**config.mk**
```make
export PLATFORM = sky130hd
export DESIGN_NAME = slice_alu
export DESIGN_NICKNAME = d
export VERILOG_FILES = /design/src/rtl/slice_alu_pkg.sv /design/src/rtl/alu_bit_slice.sv /design/src/rtl/alu_msb_flags.sv /design/src/rtl/slice_alu.sv
export SDC_FILE = /design/constraint.sdc
export NUM_CORES = 1
export LEC_CHECK = 0
export BUFFER_PORTS_ARGS = -buffer_cell sky130_fd_sc_hd__buf_2
export CAP_MARGIN = 20
export CORE_ASPECT_RATIO = 1.1
export CORE_UTILIZATION = 35
export DETAILED_ROUTE_END_ITERATION = 6
export GPL_TIMING_DRIVEN = 0
export SYNTH_ARGS = -nofsm -noshare
export SYNTH_HDL_FRONTEND = slang
export SYNTH_HIERARCHICAL = 1
export SYNTH_SLANG_ARGS = --single-unit
```
**constraint.sdc**
```tcl
create_clock -name vclk -period 16.5
set_input_delay 0.825 -clock vclk [all_inputs]
set_output_delay 0.825 -clock vclk [all_outputs]
set_load 0.02 [all_outputs]
```
**src/rtl/slice_alu_pkg.sv**
```systemverilog
package slice_alu_pkg;

    typedef enum logic [3:0] {
        CTL_AND = 4'b0000,
        CTL_OR  = 4'b0001,
        CTL_ADD = 4'b0010,
        CTL_SUB = 4'b0110,
        CTL_SLT = 4'b0111,
        CTL_NOR = 4'b1100
    } alu_ctl_e;

    localparam logic [1:0] SEL_AND  = 2'b00;
    localparam logic [1:0] SEL_OR   = 2'b01;
    localparam logic [1:0] SEL_SUM  = 2'b10;
    localparam logic [1:0] SEL_LESS = 2'b11;

    typedef struct packed {
        logic zero;
        logic ovf;
        logic carry;
    } alu_flags_t;

    function automatic logic ctl_is_defined(input logic [3:0] c);
        return (c == CTL_AND) || (c == CTL_OR) || (c == CTL_ADD) ||
               (c == CTL_SUB) || (c == CTL_SLT) || (c == CTL_NOR);
    endfunction

endpackage

```
**src/rtl/alu_bit_slice.sv**
```systemverilog
module alu_bit_slice
    import slice_alu_pkg::*;
(
    input  logic       a_bit,
    input  logic       b_bit,
    input  logic       a_inv,
    input  logic       b_inv,
    input  logic       carry_in,
    input  logic       less_in,
    input  logic [1:0] sel,
    output logic       res_bit,
    output logic       carry_out
);
    logic a_eff;
    logic b_eff;

    always_comb begin
        a_eff     = a_bit ^ a_inv;
        b_eff     = b_bit ^ b_inv;
        carry_out = (a_eff & b_eff) | (a_eff & carry_in) | (b_eff & carry_in);
        case (sel)
            SEL_AND: res_bit = a_eff & b_eff;
            SEL_OR:  res_bit = a_eff | b_eff;
            SEL_SUM: res_bit = a_eff ^ b_eff ^ carry_in;
            default: res_bit = less_in;
        endcase
    end
endmodule

```
**src/rtl/alu_msb_flags.sv**
```systemverilog
module alu_msb_flags (
    input  logic a_msb,
    input  logic b_msb,
    input  logic a_inv,
    input  logic b_inv,
    input  logic cin_msb,
    input  logic cout_msb,
    output logic ovf_raw,
    output logic carry_raw,
    output logic less_set
);
    logic a_eff;
    logic b_eff;
    logic sum_msb;

    always_comb begin
        a_eff     = a_msb ^ a_inv;
        b_eff     = b_msb ^ b_inv;
        sum_msb   = a_eff ^ b_eff ^ cin_msb;
        ovf_raw   = (a_eff == b_eff) && (sum_msb != a_eff);
        carry_raw = cout_msb;
        less_set  = sum_msb ^ ovf_raw;
    end
endmodule

```
**src/rtl/slice_alu.sv**
```systemverilog
module slice_alu
    import slice_alu_pkg::*;
#(
    parameter int W = 32
) (
    input  logic [W-1:0] op_a,
    input  logic [W-1:0] op_b,
    input  logic [3:0]   alu_ctrl,
    output logic [W-1:0] alu_result,
    output logic         flag_zero,
    output logic         flag_ovf,
    output logic         flag_carry
);
    localparam int MSB = W - 1;

    logic       a_inv;
    logic       b_inv;
    logic [1:0] sel;
    logic       ctl_ok;
    logic       carry_c [W+1];
    logic       res_c   [W];
    logic       less_set;
    logic       ovf_raw;
    logic       carry_raw;

    logic [W-1:0] result_d;
    alu_flags_t   flags_d;

    always_comb begin
        a_inv  = alu_ctrl[3];
        b_inv  = alu_ctrl[2];
        sel    = alu_ctrl[1:0];
        ctl_ok = ctl_is_defined(alu_ctrl);
    end

    assign carry_c[0] = b_inv;

    for (genvar i = 0; i < W; i++) begin : g_slice
        logic less_i;
        if (i == 0) begin : g_lsb
            assign less_i = less_set;
        end else begin : g_upper
            assign less_i = 1'b0;
        end
        alu_bit_slice slice_i (
            .a_bit    (op_a[i]),
            .b_bit    (op_b[i]),
            .a_inv    (a_inv),
            .b_inv    (b_inv),
            .carry_in (carry_c[i]),
            .less_in  (less_i),
            .sel      (sel),
            .res_bit  (res_c[i]),
            .carry_out(carry_c[i+1])
        );
    end

    alu_msb_flags msb_flags_i (
        .a_msb    (op_a[MSB]),
        .b_msb    (op_b[MSB]),
        .a_inv    (a_inv),
        .b_inv    (b_inv),
        .cin_msb  (carry_c[MSB]),
        .cout_msb (carry_c[W]),
        .ovf_raw  (ovf_raw),
        .carry_raw(carry_raw),
        .less_set (less_set)
    );

    always_comb begin
        result_d = '0;
        flags_d  = '0;
        if (ctl_ok) begin
            for (int k = 0; k < W; k++) begin
                result_d[k] = res_c[k];
            end
            flags_d.zero  = (result_d == '0);
            flags_d.ovf   = sel[1] & ovf_raw;
            flags_d.carry = sel[1] & carry_raw;
        end
    end

    assign alu_result = result_d;
    assign flag_zero  = flags_d.zero;
    assign flag_ovf   = flags_d.ovf;
    assign flag_carry = flags_d.carry;
endmodule

```
### Word level (Yosys, flattened, before mapping)

Index checks and enable logic that the tools add are counted.
W data, S select, Z words.

* bitwise operators: 323
* equal/unequal tests: 9
* mux-type cells: 34
* reductions and logical operators: 9

Operators with widths (count)
* $xor A1 B1 Y1: 129
* $and A1 B1 Y1: 98
* $or A1 B1 Y1: 96
* $pmux W1 S3: 32
* $logic_not A32 Y1: 1
* $mux W32: 1
* $eq A4 B3 Y1 const B: 2
* $logic_or A1 B1 Y1: 5
* $eq A4 B1 Y1 const B: 1
* $eq A4 B2 Y1 const B: 1
* $eq A4 B4 Y1 const B: 1
* $logic_not A4 Y1: 1
* $mux W3: 1
* $eq A2 B1 Y1 const B: 1
* $eq A2 B2 Y1 const B: 1
* $logic_not A2 Y1: 1
* $eq A1 B1 Y1: 1
* $logic_and A1 B1 Y1: 1
* $ne A1 B1 Y1: 1

* register bits after elaboration: 0
* output and inout bits: 35
* input port bits: 68

### Longest topological paths before layout

Gate-level depths: netlist of run 1.

* depth in word-level cells: 101
* gate-level depth with buffers: 39

### By module

Netlist of run 1, hierarchy kept.

Modules (own cells, without submodules)
* alu_bit_slice: area each 96.3 µm², cells each 9, seq. area each 0.0 µm², instances 32
* slice_alu: area each 401.6 µm², cells each 53, seq. area each 0.0 µm², instances 1
* alu_msb_flags: area each 53.8 µm², cells each 8, seq. area each 0.0 µm², instances 1

### Worst setup path before layout of run 1

No wires, ideal clock.

* path kind: in2out
* start point: input port alu_ctrl[3]
* end point: output port flag_zero
* path buffers: 0
* slack: -1.220 ns
* stages: 38
* arrival time: 16.895 ns
* path through: xnor2_1 -> inv_1 -> fa_1 -> fa_1 -> fa_1 -> fa_1 -> fa_1 -> fa_1 -> fa_1 -> fa_1 -> fa_1 -> fa_1 -> fa_1 -> fa_1 -> fa_1 -> fa_1 -> fa_1 -> fa_1 -> [2 not listed] -> fa_1 -> fa_1 -> fa_1 -> fa_1 -> fa_1 -> fa_1 -> fa_1 -> fa_1 -> fa_1 -> fa_1 -> fa_1 -> fa_1 -> fa_1 -> fa_1 -> mux4_2 -> nor4_1 -> nand4_1 -> nor3b_1

RTL lines
* start, declared: line slice_alu.sv:8 `input logic [3:0] alu_ctrl,`
* end, declared: line slice_alu.sv:10 `output logic flag_zero,`

==> results of run 1 <==
[cell families after synthesis]
family,Yosys count,synth area share (%)
fa+ha+maj,97,41.0
simple gates,51,10.1
buf+inv,101,11.5
mux,32,20.4
other cells,1,0.106
xor+xnor,66,16.3
compound gates,1,0.601
[worst max-delay path: cells and delay by family]
family | cells | cell delay (ns)
fa+ha+maj | 32 | 12.66
simple gates | 3 | 0.59
mux | 1 | 0.52
buf+inv | 3 | 0.38
xor+xnor | 1 | 0.19
[power by group through the flow]
stage | Sequential [W] | Combinational (W) | Clock (W)
floorplan | 0 | 0.000125 | 0
CTS | 0 | 0.000191 | 0
detailed placement | 0 | 0.000184 | 0
finish | 0 | 0.000185 | 0
global placement | 0 | 0.000172 | 0
global route | 0 | 0.000210 | 0
[what timing repair did]
action | CTS | global route
cloned | 1 | 0
setup buffers | 1 | 0
pin swaps | 8 | 15
resized for setup | 26 | 1
hold buffers | 0 | 0
setup endpoints to repair | 7 | 1
[final timing paths]
path	startpoint	endpoint	slack [ns]	cells after the start
setup / recovery	alu_ctrl[3]	flag_zero	0.47	40
hold / removal	op_b[31]	flag_ovf	2.30	6
[Yosys cell counts, drive strengths merged]
| cell type | number | area, um^2 |
|---|---|---|
| maj3 | 1 | 10.0 |
| mux4 | 32 | 721 |
| xor2 | 32 | 280 |
| and3b | 1 | 10.0 |
| nand4bb | 1 | 11.3 |
| buf | 4 | 41.3 |
| conb | 1 | 3.75 |
| nor3b | 1 | 7.51 |
| fa | 32 | 641 |
| o31ai | 1 | 21.3 |
| xnor2 | 34 | 298 |
| and2b | 1 | 8.76 |
| and3 | 2 | 15.0 |
| nand4 | 2 | 12.5 |
| inv | 97 | 364 |
| or3 | 1 | 6.26 |
| ha | 64 | 801 |
| nand3 | 1 | 5.00 |
| nand2 | 1 | 3.75 |
| nor4 | 8 | 50.1 |
| and2 | 32 | 228 |
[final cells by class]
class	count	area share, %
timing repair buffer	106	13.8
buffer	4	0.909
tap	120	3.31
inverter	97	8.02
multi-input combinational	278	74.0
[placed cells by master, fill, tap and decap left out]
cell	count
sky130_fd_sc_hd__buf_2	100
sky130_fd_sc_hd__and3_2	2
sky130_fd_sc_hd__nand4bb_1	1
sky130_fd_sc_hd__nand2_1	1
sky130_fd_sc_hd__ha_1	64
sky130_fd_sc_hd__nor4_2	1
sky130_fd_sc_hd__nor3b_4	1
sky130_fd_sc_hd__mux4_2	32
sky130_fd_sc_hd__conb_1	31
sky130_fd_sc_hd__bufbuf_16	1
sky130_fd_sc_hd__inv_1	97
sky130_fd_sc_hd__maj3_1	1
sky130_fd_sc_hd__and2b_2	1
sky130_fd_sc_hd__buf_16	2
sky130_fd_sc_hd__buf_12	1
sky130_fd_sc_hd__nand4_1	2
sky130_fd_sc_hd__o31ai_4	1
sky130_fd_sc_hd__xnor2_1	33
sky130_fd_sc_hd__nand3_1	1
sky130_fd_sc_hd__fa_1	1
sky130_fd_sc_hd__nor4_1	7
sky130_fd_sc_hd__or3_1	1
sky130_fd_sc_hd__and2_2	22
sky130_fd_sc_hd__buf_4	2
sky130_fd_sc_hd__and2_1	10
sky130_fd_sc_hd__fa_2	31
sky130_fd_sc_hd__and3b_2	1
sky130_fd_sc_hd__xnor2_4	1
sky130_fd_sc_hd__buf_6	4
sky130_fd_sc_hd__xor2_1	32
[stage by stage]
stage	hold slack, ns	util, %	cell area [um^2]	total power (W)	setup WS, ns
2_1_floorplan	1.85	-	3710	0.000125	0.0354
3_3_place_gp	2.30	44.5	4380	0.000172	-1.63
3_5_place_dp	2.31	44.7	4400	0.000184	-1.73
4_1_cts	2.32	46.1	4530	0.000191	0.00214
5_1_grt	2.38	46.1	4540	0.000210	0.0395
6_report	2.30	46.1	4540	0.000185	0.473
[metal layers]
metal	routed length [um]	global-route usage, %	share of wire (%)	vias up
met5	0	0	0	-
met4	16	0.866	0.20	0
met3	289	0.909	3.5	2
met2	4390	31.6	54	69
met1	3470	19.5	42	1306
li1	-	-	-	1319
==> results.toml, run 1 <==
[run_status]
status = "finished with violations"
failed_checks = "DRC"

[floorplan]
std_cell_rows = 38
floorplan.initialDensity_pct = 36.0
fp.dieH_um = 107
core-area_mm2 = 0.00984
io_pins = 103
die-area_mm2 = 0.0105
die_width_um = 97.9

[drt]
routed_wire_length_per_instance_um = 13.5
detail_route.wirelength_mm = 8.16
via_count = 2696
drt_pre_antenna_iters = 6
initialDrtViolationCount = 52
postRouteAntennaNets = 0
via_to_cell_ratio = 4.46
drc = 7

[pwr]
cellLeakagePower_nw = 2.35
proportion_of_total_power_due_to_net_switching_pct = 52.5
share_comb_of_total_power_pct = 100.0
p_int_w = 0.0000880
power_density_mw_per_mm2 = 40.8
clock_power_share_pct = 0
p_seq_share_pct = 0
vdd_ir_drop_max_v = 0.0000193
power.switching_w = 0.0000973

[synthesis]
syn_area_per_cell_um2 = 10.1
syn-instance-count = 349
synth_seq_area_share_pct = 0
synth_cell_type_count = 23
synth.yosys.warnings = 6
mappedNetlistArea_mm2 = 0.00354

[timing]
final_hold_viol_count = 0
setup-tns-final_ns = 0
rsz_0062_raised_after_global_routing = "false"
max_clock_freq_mhz = 62.4
timing.final.crit_period_ns = 16.03
report.final.slew_viol_count = 0
final-setup-viol-count = 0
period_utilization_post_route_pct = 97.1
slew_headroom_pct = 43.0
tightestPinTransition_ns = 0.855

[finish]
storage_element_area_um2 = 0
n_sequential_cell = 0
final_cell_count_no_fill = 605
fillcell_total = 943
share_of_layout_cells_above_drive_strength_1_pct = 41.9
combined_area_of_the_multi_input_logic_cells_mm2 = 0.00336
area.growth.synth_to_final_pct = 28.4
antenna_cells_inserted = 0
layout.clock_buffers = 0
final_nets = 651

[flow_run]
drv.max_cap_violation_count = 0

[global_routing]
antenna_violations_before_repair = 0
grt_first_pass_wirelength_mm = 13.4
grt.overflow.total = 0
aggregate_global_route_resource_usage_pct = 15.9
grt_max_degree = 38
grt_pass1_vias = 2821

[critical_path]
timing.critical_path.required_ns = 15.67
arrival_ns = 15.20
cp-start-kind = "primary input"
crit_path_max_fanout = 18
crit_slowest_cell = "sky130_fd_sc_hd__mux4_2"
critPathKind = "primary input to primary output"
path_common_cell = "sky130_fd_sc_hd__fa_2"
end_kind = "primary output"
critical-path-max-stage-delay_ns = 0.52

[placed_design]
place_hpwl_mm = 6.76
post-place-cells = 603
place.gp.congestion = 0.752
io_buffer_count = 103

[min_path]
timing.hold.worst.class = "primary input to primary output"
No activity file was read; power rests on OpenSTA's default activity.
==> run 2, diff against run 1 <==
Settings changed: CORE_MARGIN set to 2.
==> results.toml, run 2 (same netlist as run 1, synthesis figures left out) <==
[run_status]
status = "complete, no violations"

[clock_tree]
cts-hold-fix-buffers = 0

[pwr]
share_comb_of_total_power_pct = 100.0
p_int_w = 0.0000887
cellLeakagePower_nw = 2.35
clock_power_share_pct = 0
power_density_mw_per_mm2 = 41.0
proportion_of_total_power_due_to_net_switching_pct = 52.5
vdd_ir_drop_max_v = 0.0000210
power.switching_w = 0.0000979
p_seq_share_pct = 0

[finish]
storage_element_area_um2 = 0
final_nets = 652
mostFrequentLayoutCells = "sky130_fd_sc_hd__buf_2 (100), sky130_fd_sc_hd__inv_1 (96), sky130_fd_sc_hd__ha_1 (64)"
fin_util_pct = 46.3
final_cell_count_no_fill = 606
antenna_cells_inserted = 0
layout.clock_buffers = 0
layout.cells.most_common = "sky130_fd_sc_hd__buf_2"
area.growth.synth_to_final_pct = 28.8
n_sequential_cell = 0
final_cell_area_mm2 = 0.00456
share_of_layout_cells_above_drive_strength_1_pct = 42.4

[drt]
via_to_cell_ratio = 4.43
drt_pre_antenna_iters = 4
drc = 0
via_count = 2684
detail_route.wirelength_mm = 8.25
routed_wire_length_per_instance_um = 13.6
initialDrtViolationCount = 44
postRouteAntennaNets = 0

[timing]
slew_headroom_pct = 42.3
tightestPinTransition_ns = 0.865
rsz_0062_raised_after_global_routing = "false"
period_utilization_post_route_pct = 97.6
report.final.slew_viol_count = 0
final-setup-viol-count = 0
timing.final.crit_period_ns = 16.10
final_hold_viol_count = 0
max_clock_freq_mhz = 62.1

[global_routing]
grt_max_degree = 38
grt_pass1_vias = 2958
antenna_violations_before_repair = 0
aggregate_global_route_resource_usage_pct = 15.7
grt.overflow.total = 0
grt_first_pass_wirelength_mm = 13.9

[critical_path]
arrival_ns = 15.27
critical-path-max-stage-delay_ns = 0.52
crit_path_max_fanout = 18
cp-start-kind = "primary input"
end_kind = "primary output"
path_common_cell = "sky130_fd_sc_hd__fa_2"
critPathKind = "primary input to primary output"
timing.critical_path.required_ns = 15.67
crit_slowest_cell = "sky130_fd_sc_hd__mux4_2"

[floorplan]
core-area_mm2 = 0.00984
io_pins = 103
die-area_mm2 = 0.0109
fp.dieH_um = 109
std_cell_rows = 38
floorplan.initialDensity_pct = 36.0
die_width_um = 99.9

[flow_run]
drv.max_cap_violation_count = 0

[min_path]
timing.hold.worst.class = "primary input to primary output"

[placed_design]
post-place-cells = 603
post_dp_cell_area_mm2 = 0.00440
place.gp.congestion = 0.774
io_buffer_count = 103
place_hpwl_mm = 6.76
==> run 2: layer usage <==
metal	wire, um	global-route usage, %	vias to the layer above
li1	-	-	1321
met1	3410	19.4	1288
met2	4400	30.8	69
met3	376	1.34	6
met4	67	1.08	0
met5	0	0	-
==> run 2: final timing paths <==
check	depth (start not counted)	slack (ns)	from	to
worst max-delay path	40	0.40	alu_ctrl[3]	flag_zero
worst min-delay path	6	2.31	op_b[31]	flag_ovf
==> run 2: power by group through the flow <==
stage          sequential [W]  clock (W)  combinational, W
2_1_floorplan               0          0          0.000125
6_report                    0          0          0.000187
3_5_place_dp                0          0          0.000184
3_3_place_gp                0          0          0.000173
5_1_grt                     0          0          0.000213
4_1_cts                     0          0          0.000191
==> run 2: per-stage QoR <==
| step | total power, W | hold WS, ns | worst slack, ns | TNS, ns |
|---|---|---|---|---|
| floorplan | 0.000125 | 1.85 | 0.0354 | 0 |
| CTS | 0.000191 | 2.32 | 0.0146 | 0 |
| finish | 0.000187 | 2.31 | 0.401 | 0 |
| detailed placement | 0.000184 | 2.32 | -1.76 | -6.31 |
| global route | 0.000213 | 2.39 | 0.00824 | 0 |
| global placement | 0.000173 | 2.32 | -1.65 | -5.80 |
==> run 2: repair_timing <==
item	4_1_cts	5_1_grt
setup buffers	1	1
pin swaps	10	23
endpoints found under the setup margin	7	1
cloned	1	0
resized for setup	27	2
==> run 2: cell type report <==
type | count | area (um^2)
fillers | 938 | 5290
plain buffers | 4 | 41.3
repair buffers | 107 | 634
multi-input cells | 278 | 3370
inverters | 97 | 364
well taps | 120 | 150
==> run 2: critical path: cells and delay by family <==
| kind | cells | cell delay, ns |
|---|---|---|
| and+or+nand+nor | 3 | 0.70 |
| xor gates and xnor gates | 1 | 0.18 |
| muxes | 1 | 0.52 |
| buffers and inverters | 3 | 0.35 |
| adders and majority gates | 32 | 12.65 |
